`config.mk`:
```
export PLATFORM = sky130hd
export DESIGN_NAME = tcmp_unit
export DESIGN_NICKNAME = d
export VERILOG_FILES = /design/src/rtl/tcmp_pkg.sv /design/src/rtl/tcmp_regs.sv /design/src/rtl/tcmp_tsel.sv /design/src/rtl/tcmp_detect.sv /design/src/rtl/tcmp_action.sv /design/src/rtl/tcmp_unit.sv
export SDC_FILE = /design/constraint.sdc
export NUM_CORES = 1
export LEC_CHECK = 0
export BUFFER_PORTS_ARGS = -buffer_cell sky130_fd_sc_hd__buf_2
export CORE_MARGIN = 10
export CORE_UTILIZATION = 47
export CTS_CLUSTER_DIAMETER = 150
export DETAILED_ROUTE_END_ITERATION = 16
export GPL_ROUTABILITY_DRIVEN = 1
export PLACE_DENSITY = 0.84
export SLEW_MARGIN = 20
export SYNTH_ARGS = -nofsm -noshare
export SYNTH_HDL_FRONTEND = slang
export SYNTH_SLANG_ARGS = --single-unit
```
`constraint.sdc`:
```
create_clock -name clk -period 4.2 [get_ports clk]
set_input_delay 0.84 -clock clk [delete_from_list [all_inputs] [get_ports clk]]
set_output_delay 0.84 -clock clk [all_outputs]
set_load 0.03 [all_outputs]
```
`src/rtl/tcmp_pkg.sv`:
```
// Package: shared constants and helpers for the timer compare unit.
// Assumes: action codes are 4 bits wide; the register map has three addresses.
package tcmp_pkg;
    localparam int MODE_W = 4;
    localparam int ADDR_W = 2;

    localparam logic [MODE_W-1:0] MODE_OFF  = 4'b0000;
    localparam logic [MODE_W-1:0] MODE_TOG  = 4'b0010;
    localparam logic [MODE_W-1:0] MODE_SET  = 4'b1000;
    localparam logic [MODE_W-1:0] MODE_CLR  = 4'b1001;
    localparam logic [MODE_W-1:0] MODE_SWI  = 4'b1010;
    localparam logic [MODE_W-1:0] MODE_TRIG = 4'b1011;

    localparam logic [ADDR_W-1:0] A_CTRL = 2'd0;
    localparam logic [ADDR_W-1:0] A_CMP  = 2'd1;
    localparam logic [ADDR_W-1:0] A_FCLR = 2'd2;

    // True for codes in which a match raises the interrupt flag.
    function automatic logic mode_active(input logic [MODE_W-1:0] m);
        return (m == MODE_SET) || (m == MODE_CLR) || (m == MODE_TOG) ||
               (m == MODE_SWI) || (m == MODE_TRIG);
    endfunction
endpackage

```
`src/rtl/tcmp_regs.sv`:
```
// Register file: holds the control fields and the compare value.
// Decodes the zero-control and flag-clear write strobes.
// Assumes: single-cycle writes; the control fields fit in the low 7 bits of the data bus.
module tcmp_regs
    import tcmp_pkg::*;
#(
    parameter int CNT_W = 16,
    parameter int SEL_W = 3
) (
    input  logic                 clk,
    input  logic                 rst_n,
    input  logic                 wr_en,
    input  logic [ADDR_W-1:0]    wr_addr,
    input  logic [CNT_W-1:0]     wr_data,
    output logic [MODE_W-1:0]    mode,
    output logic [SEL_W-1:0]     sel,
    output logic [CNT_W-1:0]     cmp_val,
    output logic                 ctrl_zero_wr,
    output logic                 flag_clr
);
    localparam int SEL_LSB = MODE_W;

    // Decode of the write strobes that other stages act on.
    always_comb begin
        ctrl_zero_wr = wr_en && (wr_addr == A_CTRL) && (wr_data == '0);
        flag_clr     = wr_en && (wr_addr == A_FCLR) && wr_data[0];
    end

    // Control and compare value storage.
    always_ff @(posedge clk) begin
        if (!rst_n) begin
            mode    <= MODE_OFF;
            sel     <= '0;
            cmp_val <= '0;
        end else if (wr_en) begin
            if (wr_addr == A_CTRL) begin
                mode <= wr_data[MODE_W-1:0];
                sel  <= wr_data[SEL_LSB +: SEL_W];
            end
            if (wr_addr == A_CMP) begin
                cmp_val <= wr_data;
            end
        end
    end
endmodule

```
`src/rtl/tcmp_tsel.sv`:
```
// Timer selection: picks the compared count from the packed bank.
// Registers a one-hot reset request for the selected timer.
// Assumes: a select index at or above NUM_TMR reads a count of zero and resets nothing.
module tcmp_tsel #(
    parameter int CNT_W   = 16,
    parameter int NUM_TMR = 8,
    parameter int SEL_W   = 3
) (
    input  logic                       clk,
    input  logic                       rst_n,
    input  logic [NUM_TMR*CNT_W-1:0]   tmr_cnt,
    input  logic [SEL_W-1:0]           sel,
    input  logic                       fire,
    output logic [CNT_W-1:0]           cnt_sel,
    output logic [NUM_TMR-1:0]         tmr_clr
);
    logic [CNT_W-1:0]   cnt_arr [NUM_TMR];
    logic [NUM_TMR-1:0] sel_hot;

    // Unpack the bank and decode the select index to one-hot, one slice per timer.
    for (genvar k = 0; k < NUM_TMR; k++) begin : g_tmr
        assign cnt_arr[k] = tmr_cnt[k*CNT_W +: CNT_W];
        assign sel_hot[k] = (sel == SEL_W'(k));
    end

    // Count multiplexer.
    always_comb begin
        cnt_sel = '0;
        for (int k = 0; k < NUM_TMR; k++) begin
            if (sel_hot[k]) cnt_sel = cnt_arr[k];
        end
    end

    // Reset request, registered so that it lines up with the trigger pulse.
    always_ff @(posedge clk) begin
        if (!rst_n) tmr_clr <= '0;
        else        tmr_clr <= fire ? sel_hot : '0;
    end
endmodule

```
`src/rtl/tcmp_detect.sv`:
```
// Match detector: flags the first cycle in which the count equals the compare value.
// Assumes: both values are sampled in the same clock domain.
module tcmp_detect #(
    parameter int CNT_W = 16
) (
    input  logic             clk,
    input  logic             rst_n,
    input  logic [CNT_W-1:0] cnt_sel,
    input  logic [CNT_W-1:0] cmp_val,
    output logic             hit
);
    logic eq_now;
    logic eq_prev;

    // Equality this cycle and the rising-edge qualification.
    always_comb begin
        eq_now = (cnt_sel == cmp_val);
        hit    = eq_now && !eq_prev;
    end

    // Remember last cycle's equality.
    always_ff @(posedge clk) begin
        if (!rst_n) eq_prev <= 1'b0;
        else        eq_prev <= eq_now;
    end
endmodule

```
`src/rtl/tcmp_action.sv`:
```
// Match actions: updates the output latch and the sticky flag.
// Generates the trigger and conversion-start pulses.
// Assumes: at most one hit per cycle; the action code seen is the one stored before the edge.
module tcmp_action
    import tcmp_pkg::*;
(
    input  logic              clk,
    input  logic              rst_n,
    input  logic              hit,
    input  logic [MODE_W-1:0] mode,
    input  logic              ctrl_zero_wr,
    input  logic              flag_clr,
    input  logic              adc_en,
    output logic              fire,
    output logic              out_latch,
    output logic              irq_flag,
    output logic              trig,
    output logic              adc_start
);
    // A trigger fires on a hit in the trigger code.
    always_comb fire = hit && (mode == MODE_TRIG);

    // Output latch: a zero control write wins over any match action.
    always_ff @(posedge clk) begin
        if (!rst_n) begin
            out_latch <= 1'b0;
        end else if (ctrl_zero_wr) begin
            out_latch <= 1'b0;
        end else if (hit) begin
            case (mode)
                MODE_SET: out_latch <= 1'b1;
                MODE_CLR: out_latch <= 1'b0;
                MODE_TOG: out_latch <= ~out_latch;
                default:  out_latch <= out_latch;
            endcase
        end
    end

    // Sticky flag: a set wins over a clear in the same cycle.
    always_ff @(posedge clk) begin
        if (!rst_n)                        irq_flag <= 1'b0;
        else if (hit && mode_active(mode)) irq_flag <= 1'b1;
        else if (flag_clr)                 irq_flag <= 1'b0;
    end

    // Single-cycle trigger and conversion-start pulses.
    always_ff @(posedge clk) begin
        if (!rst_n) begin
            trig      <= 1'b0;
            adc_start <= 1'b0;
        end else begin
            trig      <= fire;
            adc_start <= fire && adc_en;
        end
    end
endmodule

```
`src/rtl/tcmp_unit.sv`:
```
// Top: timer compare unit.
// Selects a timer count, detects the first cycle of equality with the compare value,
// and drives the latch, the flag and the trigger outputs.
// Assumes: the timers run in the same clock domain and honour tmr_clr_o on the next edge.
module tcmp_unit
    import tcmp_pkg::*;
#(
    parameter int CNT_W   = 16,
    parameter int NUM_TMR = 8
) (
    input  logic                       clk,
    input  logic                       rst_n,
    input  logic [NUM_TMR*CNT_W-1:0]   tmr_cnt_i,
    output logic [NUM_TMR-1:0]         tmr_clr_o,
    input  logic                       wr_en_i,
    input  logic [ADDR_W-1:0]          wr_addr_i,
    input  logic [CNT_W-1:0]           wr_data_i,
    input  logic                       adc_en_i,
    output logic                       out_latch_o,
    output logic                       irq_flag_o,
    output logic                       trig_o,
    output logic                       adc_start_o
);
    localparam int SEL_W = (NUM_TMR > 1) ? $clog2(NUM_TMR) : 1;

    logic [MODE_W-1:0] mode_w;
    logic [SEL_W-1:0]  sel_w;
    logic [CNT_W-1:0]  cmp_w;
    logic [CNT_W-1:0]  cnt_w;
    logic              zero_wr_w;
    logic              fclr_w;
    logic              hit_w;
    logic              fire_w;

    tcmp_regs #(.CNT_W(CNT_W), .SEL_W(SEL_W)) u_regs (
        .clk(clk), .rst_n(rst_n),
        .wr_en(wr_en_i), .wr_addr(wr_addr_i), .wr_data(wr_data_i),
        .mode(mode_w), .sel(sel_w), .cmp_val(cmp_w),
        .ctrl_zero_wr(zero_wr_w), .flag_clr(fclr_w)
    );

    tcmp_tsel #(.CNT_W(CNT_W), .NUM_TMR(NUM_TMR), .SEL_W(SEL_W)) u_tsel (
        .clk(clk), .rst_n(rst_n),
        .tmr_cnt(tmr_cnt_i), .sel(sel_w), .fire(fire_w),
        .cnt_sel(cnt_w), .tmr_clr(tmr_clr_o)
    );

    tcmp_detect #(.CNT_W(CNT_W)) u_det (
        .clk(clk), .rst_n(rst_n),
        .cnt_sel(cnt_w), .cmp_val(cmp_w), .hit(hit_w)
    );

    tcmp_action u_act (
        .clk(clk), .rst_n(rst_n),
        .hit(hit_w), .mode(mode_w),
        .ctrl_zero_wr(zero_wr_w), .flag_clr(fclr_w), .adc_en(adc_en_i),
        .fire(fire_w), .out_latch(out_latch_o), .irq_flag(irq_flag_o),
        .trig(trig_o), .adc_start(adc_start_o)
    );
endmodule

```
Word-level counts from Yosys, hierarchy flattened
Index checks and enable logic that the tools add are counted.

Output and inout port bits: 12. Logic and storage cells: 60. Memory bits (read-only): 0. Memories kept: 0. Bits in writable memories: 0. Bits in latches: 0. Register bits after elaboration: 36. Bits of input ports: 150.

Order comparisons: 0. Shifts and indexed selects: 0. Equality and inequality tests: 15. Add/subtract/negate cells: 0. Divide/modulo/power cells: 0. Bitwise operators: 2. Reductions and logical operators: 23. Muxes and demuxes: 11. Multiply operators: 0.

Operator list (number): $mux 16 (8); $eq 16x16->1 (1); $eq 4x4->1 const B (4); $logic_not 16->1 (1); $eq 3x3->1 const B (4); $logic_and 1x1->1 (8); $reduce_and 2->1 (4); $eq 3x2->1 const B (2); $eq 4x2->1 const B (1); $logic_or 1x1->1 (4); $eq 3x1->1 const B (1); $logic_not 3->1 (1); $pmux 1 s3 (1); $reduce_bool 3->1 (1); $eq 2x1->1 const B (1); $eq 2x2->1 const B (1); $logic_not 2->1 (1); $mux 1 (2); $not 1->1 (2); $reduce_bool 2->1 (1); $reduce_or 2->1 (1); $logic_not 1->1 (1).

Depth between registers and ports, before layout
Gate-level depths: netlist of run 1.

Depth after elaboration: 13. Depth in mapped cells: 12. Mapped depth without buffers: 9.

Cells and area by module
Synthesis of run 1 repeated with hierarchy kept, for this count alone.

Cells, all modules: 331. Area, all modules: 3066.7 µm².

Modules (own cells, without submodules): tcmp_tsel (area an instance 1666.6 µm², cells each 182, times used 1, sequential area each 160.2 µm²); tcmp_regs (area an instance 993.5 µm², cells each 102, times used 1, sequential area each 460.4 µm²); tcmp_action (area an instance 203.9 µm², cells each 22, times used 1, sequential area each 80.1 µm²); tcmp_detect (area an instance 202.7 µm², cells each 25, times used 1, sequential area each 20.0 µm²).

Least setup slack after synthesis of run 1
No wires, ideal clock.

Kind: input-to-reg. Start: input port tmr_cnt_i[94]. End: register u_act.out_latch. Library setup time: 119 ps. Arrival: 2467 ps. Slack: 1615 ps. Path buffers: 0. Data required time: 4081 ps. Stages on the path: 8. Path through: mux4_1 > mux2i_1 > xor2_1 > o21ai_1 > nor4_4 > and2_1 > nand2_1 > o221a_1.

Cells in the longest elaborated chain, start to end: 6.

Ends and longest elaborated chain: start: declaration (line tcmp_unit.sv:13) `input logic [NUM_TMR*CNT_W-1:0] tmr_cnt_i,`; $mux 16 (3 in series) (line tcmp_tsel.sv:30) `if (sel_hot[k]) cnt_sel = cnt_arr[k];`; $eq 16x16->1 (line tcmp_detect.sv:17) `eq_now = (cnt_sel == cmp_val);`; $logic_and 1x1->1 (line tcmp_detect.sv:18) `hit = eq_now && !eq_prev;`; $reduce_and 2->1 (no line); end signal: assignment (line tcmp_action.sv:33) `MODE_TOG: out_latch <= ~out_latch;`; end signal: assignment (line tcmp_action.sv:34) `default: out_latch <= out_latch;`; end: declaration (line tcmp_action.sv:15) `output logic out_latch,`.

Every way passes these cells. A chain may end at the register's enable or synchronous reset.

Worst setup path in the final report of run 1
Start: register u_regs.sel[0]. End: register u_tsel.tmr_clr[1].

Cells in the longest elaborated chain, start to end: 13. Elaborated cells on any way between the ends: 20. Classes of those cells: 8 x eq/ne; 8 x mux; 4 x reduce/logical.

Ends and longest elaborated chain: start: declaration (line tcmp_regs.sv:16) `output logic [SEL_W-1:0] sel,`; start signal: assignment (line tcmp_regs.sv:38) `sel <= wr_data[SEL_LSB +: SEL_W];`; $logic_not 3->1 (line tcmp_tsel.sv:23) `assign sel_hot[k] = (sel == SEL_W'(k));`; $mux 16 (8 in series) (line tcmp_tsel.sv:30); $eq 16x16->1 (line tcmp_detect.sv:17); $logic_and 1x1->1 (line tcmp_detect.sv:18); $logic_and 1x1->1 (line tcmp_action.sv:21) `always_comb fire = hit && (mode == MODE_TRIG);`; $reduce_and 2->1 (no line); end signal: assignment (line tcmp_tsel.sv:37) `else tmr_clr <= fire ? sel_hot : '0;`; end: declaration (line tcmp_tsel.sv:15) `output logic [NUM_TMR-1:0] tmr_clr`.

Parallel ways exist; a longest one is shown, timed or not.

==> flow_summary_export.csv, run 1 <==
group,metric,value,unit
final_layout,design_area,3730,µm²
floorplanning,placementRows,28,
hold_path,hp-class,"reg2reg",
detailed_routing,vias_per_cell,5.66,
floorplanning,initial_core_util,49.0,%
logic_synthesis,syn_area,2940,µm²
timing,tns,0,ns
worst_setup_path,end_kind,"flop",
global_route,grt_overflow,0,
floorplanning,ios,162,
clocking,cts_setup_buffers,0,
logic_synthesis,synth_warnings,0,
global_route,antenna_found_initial,1,
timing,report.final.setup_viol,0,
detailed_routing,top_layer,"met5",
timing,worst_pin_slew,1.04,ns
power,p_seq_share,45.5,%
floorplanning,coreArea,5990,µm²
detailed_routing,wl_met2,5.39,mm
detailed_routing,wl_per_cell,19.1,µm
timing,relSlewSlack,30.5,%
timing,drv_slew,0,
worst_setup_path,startpoint_type,"flop",
detailed_routing,ant_nets,0,
power,clkPwrFrac,29.5,%
logic_synthesis,synth_ff_type,"dfxtp_1",
timing,period_share,78.4,%
clocking,postCtsHoldBufs,0,
detailed_routing,drc,0,
power,power_density,217,nW/µm²
timing,rsz0062_at_grt,"no",
power,internal-power,0.576,mW
placement,io_buffers,161,
detailed_routing,drt-total-wl,10.9,mm
floorplanning,fp.dieW,99.0,µm
global_route,grt_pass1_vias,3249,
clocking,insertion_delay,0.30,ns
final_layout,syn2layout_area_growth,27.0,%
worst_setup_path,arrival,3.53,ns
worst_setup_path,worst_path_largest_cell_delay,0.86,ns
placement,gp_congestion,0.854,
clocking,cts_resized,0,
detailed_routing,drtIter0Drc,154,
detailed_routing,dr.pass1.iters,6,
clocking,cts.sinks,36,
logic_synthesis,syn_avg_cell_area,8.41,µm²
clocking,cts_root_buffer,"clkbuf_8",
logic_synthesis,ys_async_sr_fraction,0,%
final_layout,antenna_cells,0,
clocking,cts_buffer_depth,2,
global_route,grt_pass1_wl,16.4,mm
status,outcome,"finished clean",
worst_setup_path,path_cells,"nor2b_1 > a22o_1 > or3b_2 > o221a_2 > o211ai_1 > nor4_4 > nand4_2 > inv_2 > and3_1",
global_route,gr-usage-all-layers,20.4,%
power,vdd_drop_max,0.000153,V
floorplanning,dieArea,9810,µm²
placement,hpwl,8.91,mm
placement,placed_area,3650,µm²
worst_setup_path,slowest_stage,"dfxtp_1",
power,power.switching,0.234,mW
floorplanning,die_y,99.0,µm
logic_synthesis,syn-num-nets,499,
clocking,htree_num_levels,2,
global_route,grt_max_degree,81,
final_layout,final_layout_size_suffix_gt1_share,37.6,%
timing,fin_ws,0.907,ns
power,power_leakage,1.60,nW
logic_synthesis,synth_edf_count,0,
timing,fin_skew,0.00613,ns
worst_setup_path,crit_fanout,23,
timing,finalHoldViolations,0,
clocking,tritoncts,"built",
detailed_routing,drt-met1-wl,3.95,mm
run,maxCapViolations,0,
worst_setup_path,worstSetupPathType,"reg2reg",
timing,layout_min_cycle_time,3.29,ns
worst_setup_path,cp_data_required_time,4.44,ns
detailed_routing,via_count,3225,
clocking,clkTransAtPathRegs,0.07,ns
detailed_routing,wl_met3,1.31,mm
power,p_sw_share,28.9,%
power,comb_power_share,25.0,%
logic_synthesis,yosysSeqAreaShare,24.6,%
clocking,cts_made_buffers,5,
logic_synthesis,synth_cell_type_count,56,
placement,post-place-ws,0.949,ns
logic_synthesis,ys_ff_latch,36,
logic_synthesis,netlist_instances,349,
final_layout,nets,644,
timing,fmax,304,MHz
==> synthesized netlist by cell type, types with 3 or more instances <==
cell	count	area [µm²]
inv_1	4	15.0
o21ai_1	5	25.0
mux2_2	3	33.8
a22oi_1	8	60.1
and2_1	4	25.0
a31oi_1	3	18.8
dfxtp_1	36	721
nand3_1	7	35.0
nand2b_1	7	43.8
xor2_1	6	52.6
a211oi_1	3	22.5
inv_2	3	11.3
nand2_1	52	195
o21ai_0	14	70.1
nand3b_1	5	37.5
xnor2_1	5	43.8
nor2_1	15	56.3
a21oi_1	7	35.0
nor4_1	4	25.0
buf_6	9	101
nor2b_1	16	100
clkbuf_1	6	22.5
mux2i_1	49	490
o211ai_1	4	30.0
buf_2	7	35.0
and3_1	10	62.6
a21boi_0	16	120
nor3_1	4	20.0
==> final timing paths <==
kind / start / end / slack, ns / cells after the start
setup / recovery: u_regs.sel[0]$_SDFFE_PN0P_ / u_tsel.tmr_clr[1]$_SDFF_PN0_ / 0.91 / 9
setup reg to reg: u_regs.sel[0]$_SDFFE_PN0P_ / u_tsel.tmr_clr[1]$_SDFF_PN0_ / 0.91 / 9
hold reg to reg: u_regs.cmp_val[6]$_SDFFE_PN0P_ / u_regs.cmp_val[6]$_SDFFE_PN0P_ / 0.48 / 2
hold / removal: u_regs.cmp_val[6]$_SDFFE_PN0P_ / u_regs.cmp_val[6]$_SDFFE_PN0P_ / 0.48 / 2
==> power by group through the flow <==
stage	Combinational (mW)	Sequential [mW]	Clock (mW)
3_5_place_dp	0.201	0.375	0
2_1_floorplan	0.125	0.361	0
3_3_place_gp	0.196	0.375	0
5_1_grt	0.221	0.370	0.260
6_report	0.202	0.368	0.239
4_1_cts	0.202	0.368	0.239
==> cell usage in the layout (no fill, tap or decap), drive strengths merged, types with 4 or more instances in the layout <==
cell type and n:
clkbuf 7, a31oi 4, a21oi 7, a22oi 8, buf 162, a211oi 4, nor3 4, o211ai 4
nand3b 5, o21ai 19, nand3 7, nor2b 16, a21boi 16, nor2 15, xor2 6, nand2 52
nor4 6, nand2b 7, dfxtp 36, inv 7, mux2i 49, and3 10, xnor2 5, and2 4
==> metrics by stage <==
stage	total power, mW	hold WS, ns	instances	utilization, %
3_3_place_gp	0.571	0.467	562	60.9
4_1_cts	0.809	0.481	570	62.2
6_report	0.810	0.483	570	62.2
5_1_grt	0.851	0.502	570	62.2
2_1_floorplan	0.486	0.449	349	-
3_5_place_dp	0.576	0.471	562	60.9
==> worst max-delay path: cells and delay by family, from the launching register on <==
family | cells | cell delay, ns
flops | 1 | 0.86
simple gates | 5 | 1.67
compound gates | 3 | 0.54
buf+inv | 1 | 0.16
==> sequential cells by signal, indices dropped and copies added (netlist names) <==
name / flops
u_regs.sel: 3
u_det.eq_prev: 1
u_act.irq_flag: 1
u_act.adc_start: 1
u_tsel.tmr_clr: 8
u_act.out_latch: 1
u_act.trig: 1
u_regs.mode: 4
u_regs.cmp_val: 16
==> cell type report <==
cell class / instances / area [µm²]
clock buffers: 7 / 76.3
clock inverters: 1 / 5.00
fillers: 525 / 2260
inverters: 7 / 26.3
multi-input cells: 282 / 1990
flip-flops and latches: 36 / 724
well taps: 75 / 93.8
repair buffers: 162 / 813
==> logic make-up after synthesis <==
logic type,count (synthesis),share of synthesized area [%]
buffers and inverters,31,7.67
multiplexers,55,20.3
AO/OA/AOI/OAI,81,19.6
flip-flops,36,24.6
AND/OR/NAND/NOR,135,24.6
XOR/XNOR,11,3.28
==> metal layers <==
metal  GRT usage [%]  vias to the layer above
met4            6.84                        2
li1                -                     1557
met1            22.2                     1472
met5               0                        -
met2            35.6                      169
met3            7.75                       25
Note: power is estimated with default switching activity, not from simulation.
==> run 2: changes to the inputs <==
--- a/config.mk
+++ b/config.mk
@@ -7,11 +7,11 @@
 export LEC_CHECK = 0
 export BUFFER_PORTS_ARGS = -buffer_cell sky130_fd_sc_hd__buf_2
 export CORE_MARGIN = 10
-export CORE_UTILIZATION = 47
+export CORE_UTILIZATION = 41
 export CTS_CLUSTER_DIAMETER = 150
 export DETAILED_ROUTE_END_ITERATION = 16
 export GPL_ROUTABILITY_DRIVEN = 1
-export PLACE_DENSITY = 0.84
+export PLACE_DENSITY = 0.78
 export SLEW_MARGIN = 20
 export SYNTH_ARGS = -nofsm -noshare
 export SYNTH_HDL_FRONTEND = slang
==> constraint.sdc (replaced) <==
create_clock -name clk -period 2.85 [get_ports clk]
set_input_delay 0.57 -clock clk [delete_from_list [all_inputs] [get_ports clk]]
set_output_delay 0.57 -clock clk [all_outputs]
set_load 0.03 [all_outputs]
==> run 2 against run 1 <==
  * Worst hold slack better by 0.0021 ns
  * Routed wire length increased by 4.1%
  * Maximum frequency rose by 26%
  * Final cell count up 6.8%
  * Critical path depth is 1 higher
  * First-iteration DRC count rose by 30%
  * Design area increased by 5.3%
  * Flip-flop and latch count unchanged
  * Critical path type unchanged
  * Critical endpoint is now u_tsel.tmr_clr[5]$_SDFF_PN0_
==> flow_summary_export.csv, run 2 (same netlist as run 1, synthesis figures left out) <==
group,metric,value,unit
worst_setup_path,path_buf_inv,2,
power,clkPwrFrac,31.6,%
global_route,grt_pass1_vias,3424,
detailed_routing,wl_per_cell,18.6,µm
timing,hold_slack,0.485,ns
final_layout,syn2layout_area_growth,33.8,%
clocking,cts_buffer_depth,2,
worst_setup_path,r2r_end,"u_tsel.tmr_clr[5]$_SDFF_PN0_",
power,comb_power_share,26.4,%
hold_path,min_path_cells,2,
power,p_sw_share,29.4,%
hold_path,holdCritStartpoint,"u_regs.cmp_val[5]$_SDFFE_PN0P_",
floorplanning,ios,162,
detailed_routing,dr.pass1.iters,5,
timing,worst_pin_slew,0.669,ns
hold_path,hp-class,"reg2reg",
final_layout,final_layout_size_suffix_gt1_share,40.2,%
timing,period_share,92.0,%
final_layout,layout_common_cells,"buf_2, nand2_1, mux2i_1",
power,internal-power,0.887,mW
timing,layout_min_cycle_time,2.62,ns
timing,rsz0062_at_grt,"no",
clocking,cts_root_buffer,"clkbuf_8",
floorplanning,coreArea,6870,µm²
clocking,htree_num_levels,2,
worst_setup_path,end_kind,"flop",
detailed_routing,vias_per_cell,5.42,
timing,drv_slew,0,
floorplanning,dieArea,10900,µm²
detailed_routing,drt-total-wl,11.3,mm
timing,fmax,381,MHz
global_route,antenna_found_initial,1,
worst_setup_path,reg2reg_slack,0.23,ns
placement,hpwl,9.50,mm
final_layout,top_regs,"u_regs.cmp_val x16, u_tsel.tmr_clr x8, u_regs.mode x4",
floorplanning,placementRows,30,
worst_setup_path,path_cells,"buf_4 > mux2_2 > o22ai_1 > a211oi_1 > xnor2_1 > nand4_1 > nor4_4 > nand4_2 > inv_2 > and3_1",
global_route,gr-usage-all-layers,19.3,%
placement,gp_congestion,0.922,
worst_setup_path,cp_data_required_time,3.09,ns
worst_setup_path,worst_path_largest_cell_delay,0.49,ns
floorplanning,die_y,105,µm
timing,relSlewSlack,55.2,%
timing,tns,0,ns
worst_setup_path,arrival,2.86,ns
clocking,insertion_delay,0.29,ns
power,power_leakage,1.70,nW
timing,report.final.setup_viol,0,
global_route,grt_max_degree,28,
power,power_density,320,nW/µm²
run,maxCapViolations,0,
final_layout,regMostFlops,"u_regs.cmp_val",
timing,finalHoldViolations,0,
clocking,postCtsHoldBufs,0,
global_route,grt_pass1_wl,17.2,mm
clocking,tritoncts,"built",
power,power.switching,0.369,mW
worst_setup_path,r2r_cells,10,
clocking,cts_made_buffers,5,
worst_setup_path,startpoint_type,"flop",
hold_path,hold_end,"u_regs.cmp_val[5]$_SDFFE_PN0P_",
power,vdd_drop_max,0.000153,V
floorplanning,initial_core_util,42.7,%
clocking,cts.sinks,36,
worst_setup_path,worst_r2r_startpoint,"u_regs.sel[1]$_SDFFE_PN0P_",
worst_setup_path,crit_fanout,16,
timing,fin_skew,0.00405,ns
placement,io_buffers,161,
detailed_routing,top_layer,"met5",
detailed_routing,drt-met1-wl,4.60,mm
floorplanning,fp.dieW,105,µm
final_layout,largest_reg_flops,16,
final_layout,layout_commonest_cell,"buf_2",
detailed_routing,wl_met3,1.01,mm
worst_setup_path,cp_top_family,"simple AND/OR/NAND/NOR gates",
detailed_routing,via_count,3300,
clocking,clkTransAtPathRegs,0.08,ns
final_layout,nets,661,
worst_setup_path,worstSetupPathType,"reg2reg",
power,p_seq_share,42.0,%
detailed_routing,drtIter0Drc,200,
status,outcome,"finished clean",
worst_setup_path,slowest_stage,"dfxtp_4",
detailed_routing,wl_met2,5.46,mm
detailed_routing,ant_nets,0,
detailed_routing,drc,0,
global_route,grt_overflow,0,
[run 2: power groups by stage]
stage	registers, mW	logic [mW]	clock network (mW)
after floorplan	0.532	0.185	0
after global placement	0.539	0.320	0
after detailed placement	0.540	0.326	0
after CTS	0.528	0.329	0.399
after global routing	0.529	0.363	0.421
final	0.528	0.332	0.397
[run 2: routing by layer]
| metal | global-route usage [%] | up-vias |
|---|---|---|
| met5 | 0 | - |
| li1 | - | 1599 |
| met2 | 33.0 | 167 |
| met3 | 6.39 | 23 |
| met4 | 6.67 | 2 |
| met1 | 21.9 | 1509 |
[run 2: final cells by class]
cell class                      instances  area (µm²)
Antenna cell                            1        2.50
Fill cell                             657        2940
Tap cell                               96         120
Sequential cell                        36         726
Clock inverter                          2        13.8
Inverter                                7        26.3
Timing Repair Buffer                  179         966
Multi-Input combinational cell        282        1990
Clock buffer                            6        82.6
[run 2: stage by stage]
stage | instances | instance area [µm²] | setup slack [ns] | total power [mW] | util, %
floorplan | 349 | 2940 | 0.535 | 0.716 | -
global placement | 599 | 3820 | 0.305 | 0.859 | 55.6
detailed placement | 599 | 3820 | 0.209 | 0.866 | 55.6
CTS | 607 | 3920 | 0.155 | 1.26 | 57.0
global route | 608 | 3920 | 0.0733 | 1.31 | 57.1
finish | 609 | 3930 | 0.229 | 1.26 | 57.2
[run 2: worst max-delay path by stage]
stage	start	slack, ns	to	cells after the start
finish	u_regs.sel[1]$_SDFFE_PN0P_	0.23	u_tsel.tmr_clr[5]$_SDFF_PN0_	10
detailed placement	tmr_cnt_i[33]	0.21	u_tsel.tmr_clr[5]$_SDFF_PN0_	10
global placement	u_regs.sel[1]$_SDFFE_PN0P_	0.31	u_act.out_latch$_SDFFE_PP0P_	10
CTS	u_regs.sel[1]$_SDFFE_PN0P_	0.15	u_tsel.tmr_clr[5]$_SDFF_PN0_	10
global route	u_regs.sel[2]$_SDFFE_PN0P_	0.07	u_tsel.tmr_clr[5]$_SDFF_PN0_	9
floorplan	tmr_cnt_i[94]	0.53	u_act.out_latch$_SDFFE_PP0P_	8
[run 2: worst reg2reg max path, cell delays in order, from the launching register on]
cell	delay, ns
dfxtp_4	0.49
buf_4	0.25
mux2_2	0.35
o22ai_1	0.17
a211oi_1	0.13
xnor2_1	0.14
nand4_1	0.15
nor4_4	0.33
nand4_2	0.22
inv_2	0.16
and3_1	0.17
[run 2: repair_timing]
item                       CTS  global route
buffers inserted             0             1
setup endpoints to repair    0             1
resized for setup            0             1
